$ cat src/rtl/scan_sequencer.sv
module scan_sequencer #(
  parameter int SLOTS           = 8,
  parameter int CODE_W          = 10,
  parameter int DATA_W          = 16,
  parameter int RECOVERY_CYCLES = 40
) (
  input  logic                     clk,
  input  logic                     rst_n,
  input  logic                     cfg_we,
  input  logic                     cfg_power,
  input  logic                     cfg_irq_en,
  input  logic                     cfg_multi,
  input  logic                     cfg_scan,
  input  logic [1:0]               cfg_len,
  input  logic                     cfg_res10,
  input  logic                     cfg_right,
  input  logic [$clog2(SLOTS)-1:0] cfg_chan,
  input  logic                     cfg_trig_en,
  input  logic                     ext_trig,
  output logic                     conv_req,
  output logic [$clog2(SLOTS)-1:0] conv_chan,
  input  logic                     conv_done,
  input  logic [CODE_W-1:0]        conv_code,
  input  logic [$clog2(SLOTS)-1:0] rd_slot,
  output logic [DATA_W-1:0]        rd_data,
  output logic                     busy,
  output logic                     seq_done,
  output logic                     irq
);

  localparam int SLOT_W = $clog2(SLOTS);
  localparam int RC_W   = $clog2(RECOVERY_CYCLES + 1);

  typedef enum logic [1:0] {ST_IDLE, ST_REQ, ST_WAIT} state_t;

  state_t              state;
  logic                pwr_q, ien_q, multi_q, scan_q, res10_q, right_q, xtrig_q;
  logic [1:0]          len_q;
  logic [SLOT_W-1:0]   chan_q, slot_q;
  logic [RC_W-1:0]     rec_cnt;
  logic                warm_q, pend_q, done_q;
  logic [DATA_W-1:0]   results [SLOTS];

  logic [SLOT_W:0]     seq_n;
  logic                last;
  logic [DATA_W-1:0]   fmt;

  assign seq_n = (SLOT_W+1)'(1) << len_q;
  assign last  = ({1'b0, slot_q} == seq_n - (SLOT_W+1)'(1));

  always_comb begin
    if (res10_q)
      fmt = right_q ? DATA_W'(conv_code)
                    : {conv_code, {(DATA_W-CODE_W){1'b0}}};
    else
      fmt = right_q ? DATA_W'(conv_code[CODE_W-1 -: 8])
                    : {conv_code[CODE_W-1 -: 8], {(DATA_W-8){1'b0}}};
  end

  assign conv_req  = (state == ST_REQ);
  assign conv_chan = multi_q ? chan_q + slot_q : chan_q;
  assign busy      = (state != ST_IDLE);
  assign seq_done  = done_q;
  assign irq       = done_q & ien_q;
  assign rd_data   = results[rd_slot];

  always_ff @(posedge clk or negedge rst_n) begin
    if (!rst_n) begin
      state   <= ST_IDLE;
      pwr_q   <= 1'b0;
      ien_q   <= 1'b0;
      multi_q <= 1'b0;
      scan_q  <= 1'b0;
      res10_q <= 1'b0;
      right_q <= 1'b0;
      xtrig_q <= 1'b0;
      len_q   <= '0;
      chan_q  <= '0;
      slot_q  <= '0;
      rec_cnt <= '0;
      warm_q  <= 1'b0;
      pend_q  <= 1'b0;
      done_q  <= 1'b0;
      for (int i = 0; i < SLOTS; i++) results[i] <= '0;
    end else if (cfg_we) begin
      pwr_q   <= cfg_power;
      ien_q   <= cfg_irq_en;
      multi_q <= cfg_multi;
      scan_q  <= cfg_scan;
      res10_q <= cfg_res10;
      right_q <= cfg_right;
      xtrig_q <= cfg_trig_en;
      len_q   <= cfg_len;
      chan_q  <= cfg_chan;
      state   <= ST_IDLE;
      slot_q  <= '0;
      done_q  <= 1'b0;
      pend_q  <= cfg_power & ~cfg_trig_en;
      if (!cfg_power) begin
        warm_q  <= 1'b0;
        rec_cnt <= '0;
      end
    end else begin
      if (pwr_q && !warm_q) begin
        if (rec_cnt == RC_W'(RECOVERY_CYCLES - 1)) warm_q <= 1'b1;
        else rec_cnt <= rec_cnt + RC_W'(1);
      end
      if (xtrig_q && pwr_q && state == ST_IDLE && !pend_q && ext_trig)
        pend_q <= 1'b1;
      case (state)
        ST_IDLE: if (pend_q && warm_q) begin
          state  <= ST_REQ;
          slot_q <= '0;
          pend_q <= 1'b0;
        end
        ST_REQ: state <= ST_WAIT;
        ST_WAIT: if (conv_done) begin
          results[slot_q] <= fmt;
          if (slot_q == '0) done_q <= 1'b0;
          if (last) begin
            done_q <= 1'b1;
            slot_q <= '0;
            state  <= scan_q ? ST_REQ : ST_IDLE;
          end else begin
            slot_q <= slot_q + SLOT_W'(1);
            state  <= ST_REQ;
          end
        end
        default: state <= ST_IDLE;
      endcase
    end
  end

endmodule

$ cat config.mk
export PLATFORM = sky130hd
export DESIGN_NAME = scan_sequencer
export DESIGN_NICKNAME = d
export VERILOG_FILES = /design/src/rtl/scan_sequencer.sv
export SDC_FILE = /design/constraint.sdc
export NUM_CORES = 1
export LEC_CHECK = 0
export BUFFER_PORTS_ARGS = -buffer_cell sky130_fd_sc_hd__buf_2
export CORE_MARGIN = 5
export CORE_UTILIZATION = 30
export CTS_BUF_LIST = sky130_fd_sc_hd__clkbuf_4
export DETAILED_ROUTE_END_ITERATION = 8
export PLACE_DENSITY = 0.41
export REMOVE_ABC_BUFFERS = 1
export SETUP_SLACK_MARGIN = 0.3
export SLEW_MARGIN = 10
export SYNTH_ARGS = -nofsm -noshare
export SYNTH_HDL_FRONTEND = slang
export SYNTH_SLANG_ARGS = --single-unit
$ cat constraint.sdc
create_clock -name clk -period 4.25 [get_ports clk]
set_input_delay 0.425 -clock clk [delete_from_list [all_inputs] [get_ports clk]]
set_output_delay 0.425 -clock clk [all_outputs]
set_load 0.005 [all_outputs]
---- Word level (Yosys, flattened, before mapping) ----
Index checks and enable logic that the tools add are counted.
W data, S select, Z words.
storage, ports and cells
  output and inout bits ................... 23
  bits of input ports ..................... 30
  register bits ........................... 154
  logic and storage cells ................. 107
cells by class
  magnitude comparators ................... 3
  add/sub/neg operators ................... 4
  reductions and logical operators ........ 24
  bitwise gates (word level) .............. 6
  multiplexer cells ....................... 38
  shift-type cells ........................ 1
  eq/ne operators ......................... 8
operator list
  operator               count
  $bwmux W128            1
  $mux W16               6
  $bmux W16 S3           1
  $demux W16 S3          1
  $mux W6                4
  $mux W1                15
  $mux W3                5
  $reduce_and A3 Y1      5
  $reduce_bool A2 Y1     5
  $ge A4 B4 Y1 const B   2
  $not A3 Y4             2
  $logic_and A1 B1 Y1    7
  $add A6 B1 Y6 const B  1
  $eq A6 B6 Y1 const B   1
  $mux W2                3
  $pmux W2 S3            1
  $pmux W3 S2            1
  $reduce_bool A3 Y1     2
  $eq A3 B4 Y1           1
  $lt A4 B1 Y1 const B   1
  $ne A2 B2 Y1 const B   2
  $shl A1 B2 Y4 const A  1
  $sub A4 B1 Y4 const B  1
  $add A3 B1 Y3 const B  1
  other kinds (11)       14

---- Logic depth before layout (Yosys ltp) ----
Gate-level depths: netlist of the first run.
  word-level depth ........................ 8
  mapped depth ............................ 7
  gate-level depth less buffers ........... 5

---- Worst setup path after synthesis of the first run ----
Ideal clock, no wire load.
  kind .................................... input to output
  start ................................... input port rd_slot[0]
  end ..................................... output port rd_data[0]
  setup slack ............................. 2.178 ns
  data arrival time ....................... 1.647 ns
  stages on the path ...................... 4
  buffers on the path ..................... 2
  required time ........................... 3.825 ns
  cells stage by stage .................... buf_2 -> buf_2 -> mux4_2 -> mux2_2
between the ends
  longest elaborated chain between the ends .. 4
RTL lines
  item                                          RTL line  source
  from (decl)                                   24        input logic [$clog2(SLOTS)-1:0] rd_slot,
  $not A3 Y4 (implied by the code)              65        assign rd_data = results[rd_slot];
  $bmux W16 S3                                  65
  $mux W16 (implied by the code) (2 in series)  65
  to (decl)                                     25        output logic [DATA_W-1:0] rd_data,
Every way passes these cells. The select of a mux whose other input is x is not followed.

---- Worst setup path after layout of the first run ----
  start ................................... register slot_q[0]
  end ..................................... output port conv_chan[2]
between the ends
  longest elaborated chain between the ends .. 2
RTL lines
  item                    RTL line  source
  from (decl)             39        logic [SLOT_W-1:0] chan_q, slot_q;
  from (signal assigned)  125       slot_q <= slot_q + SLOT_W'(1);
  $add A3 B3 Y3           61        assign conv_chan = multi_q ? chan_q + slot_q : chan_q;
  $mux W3                 61
  to (decl)               21        output logic [$clog2(SLOTS)-1:0] conv_chan,
Every way passes these cells.

==> flow_summary_export.csv, run 1 <==
group,metric,value,unit
global_routing,grtUsageMet1,0.1818,
hold_path,hold_path_class,"input port to asynchronous set/reset pin",
timing,finalSetupTns,0,ns
synthesis,synth_most_common_cell,"dfrtp_1",
placed_design,hpwl,10.84,mm
synthesis,postSynthAreaPerCell,12.17,um2
synthesis,synth_edf_count,0,
timing,report.final.slew_viol_count,0,
cts,postCtsSetupBuffers,0,
synthesis,synthAdderAreaFrac,0.009564,
pwr,pwr-share-seq,0.586,
routing,detail-route-antenna-nets,0,
synthesis,synth.largest_area_cell,"dfrtp_1",
cts,cts_resized,0,
synthesis,async_flop_share,1.000,
synthesis,synth_xor_area_frac,0.005978,
run,maxCapViolations,0,
synthesis,synth_area,7326,um2
worst_setup_path,crit_type,"flip-flop to output pin",
global_routing,use_met2,0.2134,
placed_design,place_ws,1.701,ns
pwr,irDropWorstVdd,0.1660,mV
worst_setup_path,cp_cell_sequence,"ha_1 > fa_1 > xor2_1 > nand2_1 > xnor2_1 > buf_2",
global_routing,antenna_found_initial,1,
cts,clockBufferDepth,2,
floorplanning,die_y,166.3,um
pwr,p_leak,0.003669,uW
global_routing,grt_usage,0.1321,
synthesis,ys_seq_area_frac,0.5260,
pwr,powerDensity,324.1,nW/um2
timing,maxSlewHeadroom,0.1980,
global_routing,gr-usage-met3,0.03333,
routing,dr.first_iter.drc_count,147,
cts,h-tree-depth,4,
synthesis,yosys.area_share.simple,0.1131,
floorplanning,coreArea,24180,um2
worst_setup_path,crit_path_top_delay_cell,"dfrtp_1",
floorplanning,die_x,166.3,um
floorplanning,dieArea,27640,um2
synthesis,synth_top_family_by_area,"multiplexers",
synthesis,synth_area_leaders,"dfrtp_1, mux2_2, mux4_2, nand2_1, o21ai_1",
routing,dr.pass1.iters,4,
timing,period_share,0.6230,
global_routing,busiest_layer,"met2",
timing,rsz0062_at_grt,"no",
global_routing,grt_max_degree,108,
floorplanning,rows,57,
layout,fin_area,8145,um2
timing,clock.fmax,377.7,MHz
timing,finalWorstSetupSlack,1.602,ns
cts,insertion_delay,0.53,ns
routing,wl,17.47,mm
cts,ctsHoldBuffers,0,
floorplanning,initial_utilization,0.3030,
placed_design,dp.cells,951,
worst_setup_path,crit_required,3.83,ns
pwr,p_sw_frac,0.2569,
global_routing,grt_pass1_wl,28.90,mm
worst_setup_path,cp_max_fo,11,
global_routing,grt_pass1_vias,5172,
cts,cts_tree,"yes",
timing,whs,0.004594,ns
placed_design,io_buffer_count,52,
layout,layout-drive-gt1-share,0.3445,
cts,clkSinkCount,154,
timing,finalSetupViolCount,0,
synthesis,synth_compound_area_frac,0.08369,
placed_design,routabilityCongestion,0.7612,
pwr,p_clk_frac,0.317,
timing,finalHoldViolCount,0,
synthesis,synth_cells,602,
floorplanning,ios,53,
cts,numCtsBuffers,17,
synthesis,yosys_most_used_dff,"dfrtp_1",
layout,instances_no_fill,985,
global_routing,overflow,0,
synthesis,muxShareOfSynthArea,0.2258,
synthesis,synth_top_area_share,0.5260,
cts,root_buffer,"clkbuf_4",
pwr,combPwrFrac,0.096,
worst_setup_path,crit_arrival,2.22,ns
cts,clk_pin_slew,0.13,ns
worst_setup_path,crit_buf_inv,1,
placed_design,postPlaceCellArea,7889,um2
routing,vias_per_cell,4.807,
worst_setup_path,end_kind,"output pin",
layout,fin_nets,681,
routing,wl_per_cell,17.74,um
worst_setup_path,crit_family,"adder cells",
layout,synthToLayoutAreaGrowth,11.19,%
routing,drc,0,
routing,vias,4735,
synthesis,synthTopCellsByCount,"dfrtp_1, mux2_2, nand2_1",
pwr,net-switching-power,678.4,uW
worst_setup_path,slowest_delay,0.56,ns
timing,worst_slew_pin_slew,1.203,ns
synthesis,synth_cell_types,52,
synthesis,synth_warnings,0,
run_status,status,"completed",
timing,fin_crit,2.648,ns
pwr,p_int,1962,uW
worst_setup_path,worstSetupStartpointType,"flip-flop",
synthesis,ys_ff_latch,154,
timing,clock_skew,0.02209,ns
worst paths after layout:
kind / from / endpoint / slack [ns] / cells after the start
max reg2reg: slot_q[2]$_DFFE_PN0P_ / results[60]$_DFFE_PN0P_ / 1.93 / 3
max in group asynchronous: rst_n / results[60]$_DFFE_PN0P_ / 3.28 / 2
min: rst_n / results[51]$_DFFE_PN0P_ / 0.005 / 1
min in group clk: cfg_scan / scan_q$_DFFE_PN0P_ / 0.09 / 3
max: slot_q[0]$_DFFE_PN0P_ / conv_chan[2] / 1.60 / 6
min reg2reg: results[38]$_DFFE_PN0P_ / results[38]$_DFFE_PN0P_ / 0.49 / 2
cells by family (layout without fill, tap and decap cells):
family                   after synthesis  after routing
buffers and inverters                 50            107
adder cells (fa/ha/maj)                5              5
AO/OA/AOI/OAI                        103            103
AND/OR/NAND/NOR                      170            170
XOR/XNOR                               5              5
other                                  0              2
flip-flops                           154            154
multiplexers                         115            115
per-stage QoR:
step                        util  total power, uW
final                     0.3369             2640
after global routing      0.3369             2787
after CTS                 0.3367             2691
after detailed placement  0.3263             1838
after global placement    0.3263             1831
after floorplan                -             1706
routing by layer:
| layer | share of wire | vias up |
|---|---|---|
| li1 | - | 2238 |
| met1 | 0.48 | 2416 |
| met4 | 0.0079 | 0 |
| met2 | 0.47 | 71 |
| met5 | 0 | - |
| met3 | 0.036 | 10 |
power by group through the flow:
| stage | Combinational [uW] | Sequential, uW | Clock [uW] |
|---|---|---|---|
| final | 254 | 1550 | 838 |
| after global routing | 289 | 1560 | 942 |
| after CTS | 262 | 1550 | 880 |
| after detailed placement | 261 | 1580 | 0 |
| after global placement | 257 | 1570 | 0 |
| after floorplan | 141 | 1560 | 0 |
layout make-up:
cell class	count	area, um2
Fill cell	2434	16030
Sequential cell	154	3854
Multi-Input combinational cell	398	3228
Tap cell	324	405.4
Timing Repair Buffer	65	364.1
Clock buffer	19	142.6
Clock inverter	13	108.9
Inverter	10	37.54
Antenna cell	2	5.005
sequential cells by signal, indices dropped and copies added (netlist names):
| register | cells |
|---|---|
| scan_q | 1 |
| rec_cnt | 6 |
| ien_q | 1 |
| res10_q | 1 |
| xtrig_q | 1 |
| pwr_q | 1 |
| chan_q | 3 |
| warm_q | 1 |
| right_q | 1 |
| pend_q | 1 |
| results | 128 |
| slot_q | 3 |
| state | 2 |
| len_q | 2 |
| seq_done | 1 |
| multi_q | 1 |
cells in the final DEF, fill, tap and decap left out, types with 3 or more instances in the layout:
cell type / count
nand2_1: 78
mux2_2: 79
inv_1: 9
nor2_1: 29
clkbuf_4: 19
mux2_1: 3
nand4_1: 3
nand3_1: 4
o21ai_1: 32
o21ai_2: 15
or4_1: 3
o21ai_0: 25
xor2_1: 4
nand2b_1: 9
and2_1: 8
mux4_2: 32
buf_4: 13
dfrtp_1: 154
ha_1: 4
nor4_2: 3
nand2_2: 5
nor2b_1: 11
clkinv_1: 9
buf_2: 51
a21oi_1: 20
Note: power is estimated with default switching activity, not from simulation.
==> inputs of run 2 (changes only) <==
--- a/config.mk
+++ b/config.mk
@@ -10,7 +10,7 @@
 export CORE_UTILIZATION = 30
 export CTS_BUF_LIST = sky130_fd_sc_hd__clkbuf_4
 export DETAILED_ROUTE_END_ITERATION = 8
-export PLACE_DENSITY = 0.41
+export PLACE_DENSITY = 0.43
 export REMOVE_ABC_BUFFERS = 1
 export SETUP_SLACK_MARGIN = 0.3
 export SLEW_MARGIN = 10
==> constraint.sdc (replaced) <==
create_clock -name clk -period 2.3 [get_ports clk]
set_input_delay 0.23 -clock clk [delete_from_list [all_inputs] [get_ports clk]]
set_output_delay 0.23 -clock clk [all_outputs]
set_load 0.005 [all_outputs]
==> flow_summary_export.csv, run 2 (synthesized netlist as in run 1, its figures left out) <==
group,metric,value,unit
placed_design,io_buffer_count,52,
cts,cts_tree,"yes",
layout,instances_no_fill,1019,
layout,final_common_cell,"dfrtp_1",
worst_setup_path,crit_buf_inv,1,
pwr,p_sw_frac,0.2737,
global_routing,grt_pass1_wl,28.19,mm
hold_path,hold_path_class,"input port to flip-flop",
global_routing,grt_max_degree,62,
floorplanning,initial_utilization,0.3030,
worst_setup_path,cp_cell_sequence,"ha_4 > fa_2 > xor2_1 > nand2_1 > xnor2_1 > buf_2",
pwr,p_leak,0.003895,uW
routing,wl,17.36,mm
routing,wl_per_cell,17.04,um
pwr,p_clk_frac,0.293,
worst_setup_path,worstSetupStartpointType,"flip-flop",
cts,clk_pin_slew,0.12,ns
run,maxCapViolations,0,
pwr,irDropWorstVdd,0.2993,mV
cts,insertion_delay,0.53,ns
floorplanning,coreArea,24180,um2
layout,layout-drive-gt1-share,0.3703,
placed_design,hpwl,11.12,mm
timing,clock_skew,0.02604,ns
cts,clkSinkCount,154,
cts,h-tree-depth,4,
pwr,p_int,3508,uW
layout,fin_nets,717,
routing,vias,4736,
floorplanning,rows,57,
routing,detail-route-antenna-nets,0,
routing,vias_per_cell,4.648,
routing,dr.first_iter.drc_count,278,
worst_setup_path,crit_family,"adder cells",
layout,seqCellArea,3855,um2
layout,largest_register_ffs,128,
timing,clock.fmax,454.9,MHz
floorplanning,die_y,166.3,um
timing,finalHoldViolCount,0,
layout,synthToLayoutAreaGrowth,18.53,%
timing,period_share,0.9557,
global_routing,antenna_found_initial,1,
pwr,net-switching-power,1322,uW
timing,rsz0062_at_grt,"yes",
routing,drc,0,
global_routing,overflow,0,
worst_setup_path,cp_max_fo,2,
pwr,combPwrFrac,0.114,
layout,regMostFlops,"results",
placed_design,postPlaceCellArea,8024,um2
cts,numCtsBuffers,17,
cts,clockBufferDepth,2,
timing,report.final.slew_viol_count,0,
pwr,pwr-share-seq,0.593,
worst_setup_path,crit_arrival,1.97,ns
floorplanning,ios,53,
layout,multi_input_area,3303,um2
floorplanning,die_x,166.3,um
layout,fin_area,8683,um2
timing,worst_slew_pin_slew,0.8810,ns
routing,dr.pass1.iters,4,
worst_setup_path,crit_required,2.07,ns
timing,fin_crit,2.198,ns
layout,layout_common_cells,"dfrtp_1, nand2_1, mux2_2",
worst_setup_path,crit_path_top_delay_cell,"dfrtp_2",
global_routing,grt_usage,0.1303,
placed_design,dp.cells,959,
worst_setup_path,slowest_delay,0.45,ns
timing,maxSlewHeadroom,0.4126,
placed_design,routabilityCongestion,0.7557,
worst_setup_path,end_kind,"output pin",
worst_setup_path,crit_type,"flip-flop to output pin",
cts,root_buffer,"clkbuf_4",
run_status,status,"completed",
timing,finalSetupViolCount,0,
layout,fillers,2380,
layout,reg_top3,"results: 128 flops, rec_cnt: 6 flops",
global_routing,grt_pass1_vias,4981,
pwr,powerDensity,556.2,nW/um2
floorplanning,dieArea,27640,um2
timing,whs,0.07983,ns
[run 2: final cells by class]
class	count	area share
sequential	154	0.4439
multi-input combinational	398	0.3804
timing repair buffer	101	0.09827
tap	324	0.04669
clock buffer	20	0.01729
clock inverter	11	0.008790
inverter	10	0.004323
antenna	1	0.0002882
[run 2: power groups by stage]
stage               sequential, uW  combinational [uW]  clock (uW)
finish                        2860                 551        1420
global route                  2880                 618        1620
CTS                           2860                 547        1490
detailed placement            2910                 502           0
global placement              2910                 496           0
floorplan                     2890                 261           0
[run 2: worst min-delay path, stage by stage]
cell and delay (ns):
buf_2 0.14, nor2_1 0.06, nor2_1 0.08, nor2_1 0.04
[run 2: worst paths after layout]
check / slack [ns] / to / depth (start not counted) / from
max in group asynchronous: 1.25 / slot_q[0]$_DFFE_PN0P_ / 3 / rst_n
min: 0.08 / state[1]$_DFFE_PN0P_ / 4 / conv_done
max reg2reg: 0.44 / results[102]$_DFFE_PN0P_ / 5 / slot_q[2]$_DFFE_PN0P_
max: 0.10 / conv_chan[2] / 6 / slot_q[0]$_DFFE_PN0P_
min reg2reg: 0.49 / results[97]$_DFFE_PN0P_ / 2 / results[97]$_DFFE_PN0P_
min in group asynchronous: 0.21 / results[125]$_DFFE_PN0P_ / 2 / rst_n
[run 2: timing repair]
| action | 4_1_cts | 5_1_grt |
|---|---|---|
| hold buffers | 15 | 0 |
| setup buffers | 10 | 3 |
| pin swaps | 3 | 1 |
| gates cloned | 0 | 0 |
| resized for setup | 22 | 15 |
| setup endpoints to repair | 19 | 18 |
| hold endpoints to repair | 65 | 0 |
[run 2: through the flow]
stage                 util  total power (uW)  setup TNS [ns]  worst slack [ns]
global route        0.3592              5115        -0.07694          -0.07694
finish              0.3592              4830               0            0.1019
detailed placement  0.3319              3417               0            0.3926
floorplan                -              3153          -30.29           -0.7258
global placement    0.3319              3408               0            0.4105
CTS                 0.3550              4904               0          0.002559
[run 2: routing by layer]
metal  vias up  track usage  routed length [um]
met5         -            0                   0
met4         0      0.02597                 123
met3        10      0.03118                 518
met2        74       0.2086                8148
met1      2340       0.1826                8573
li1       2312            -                   -
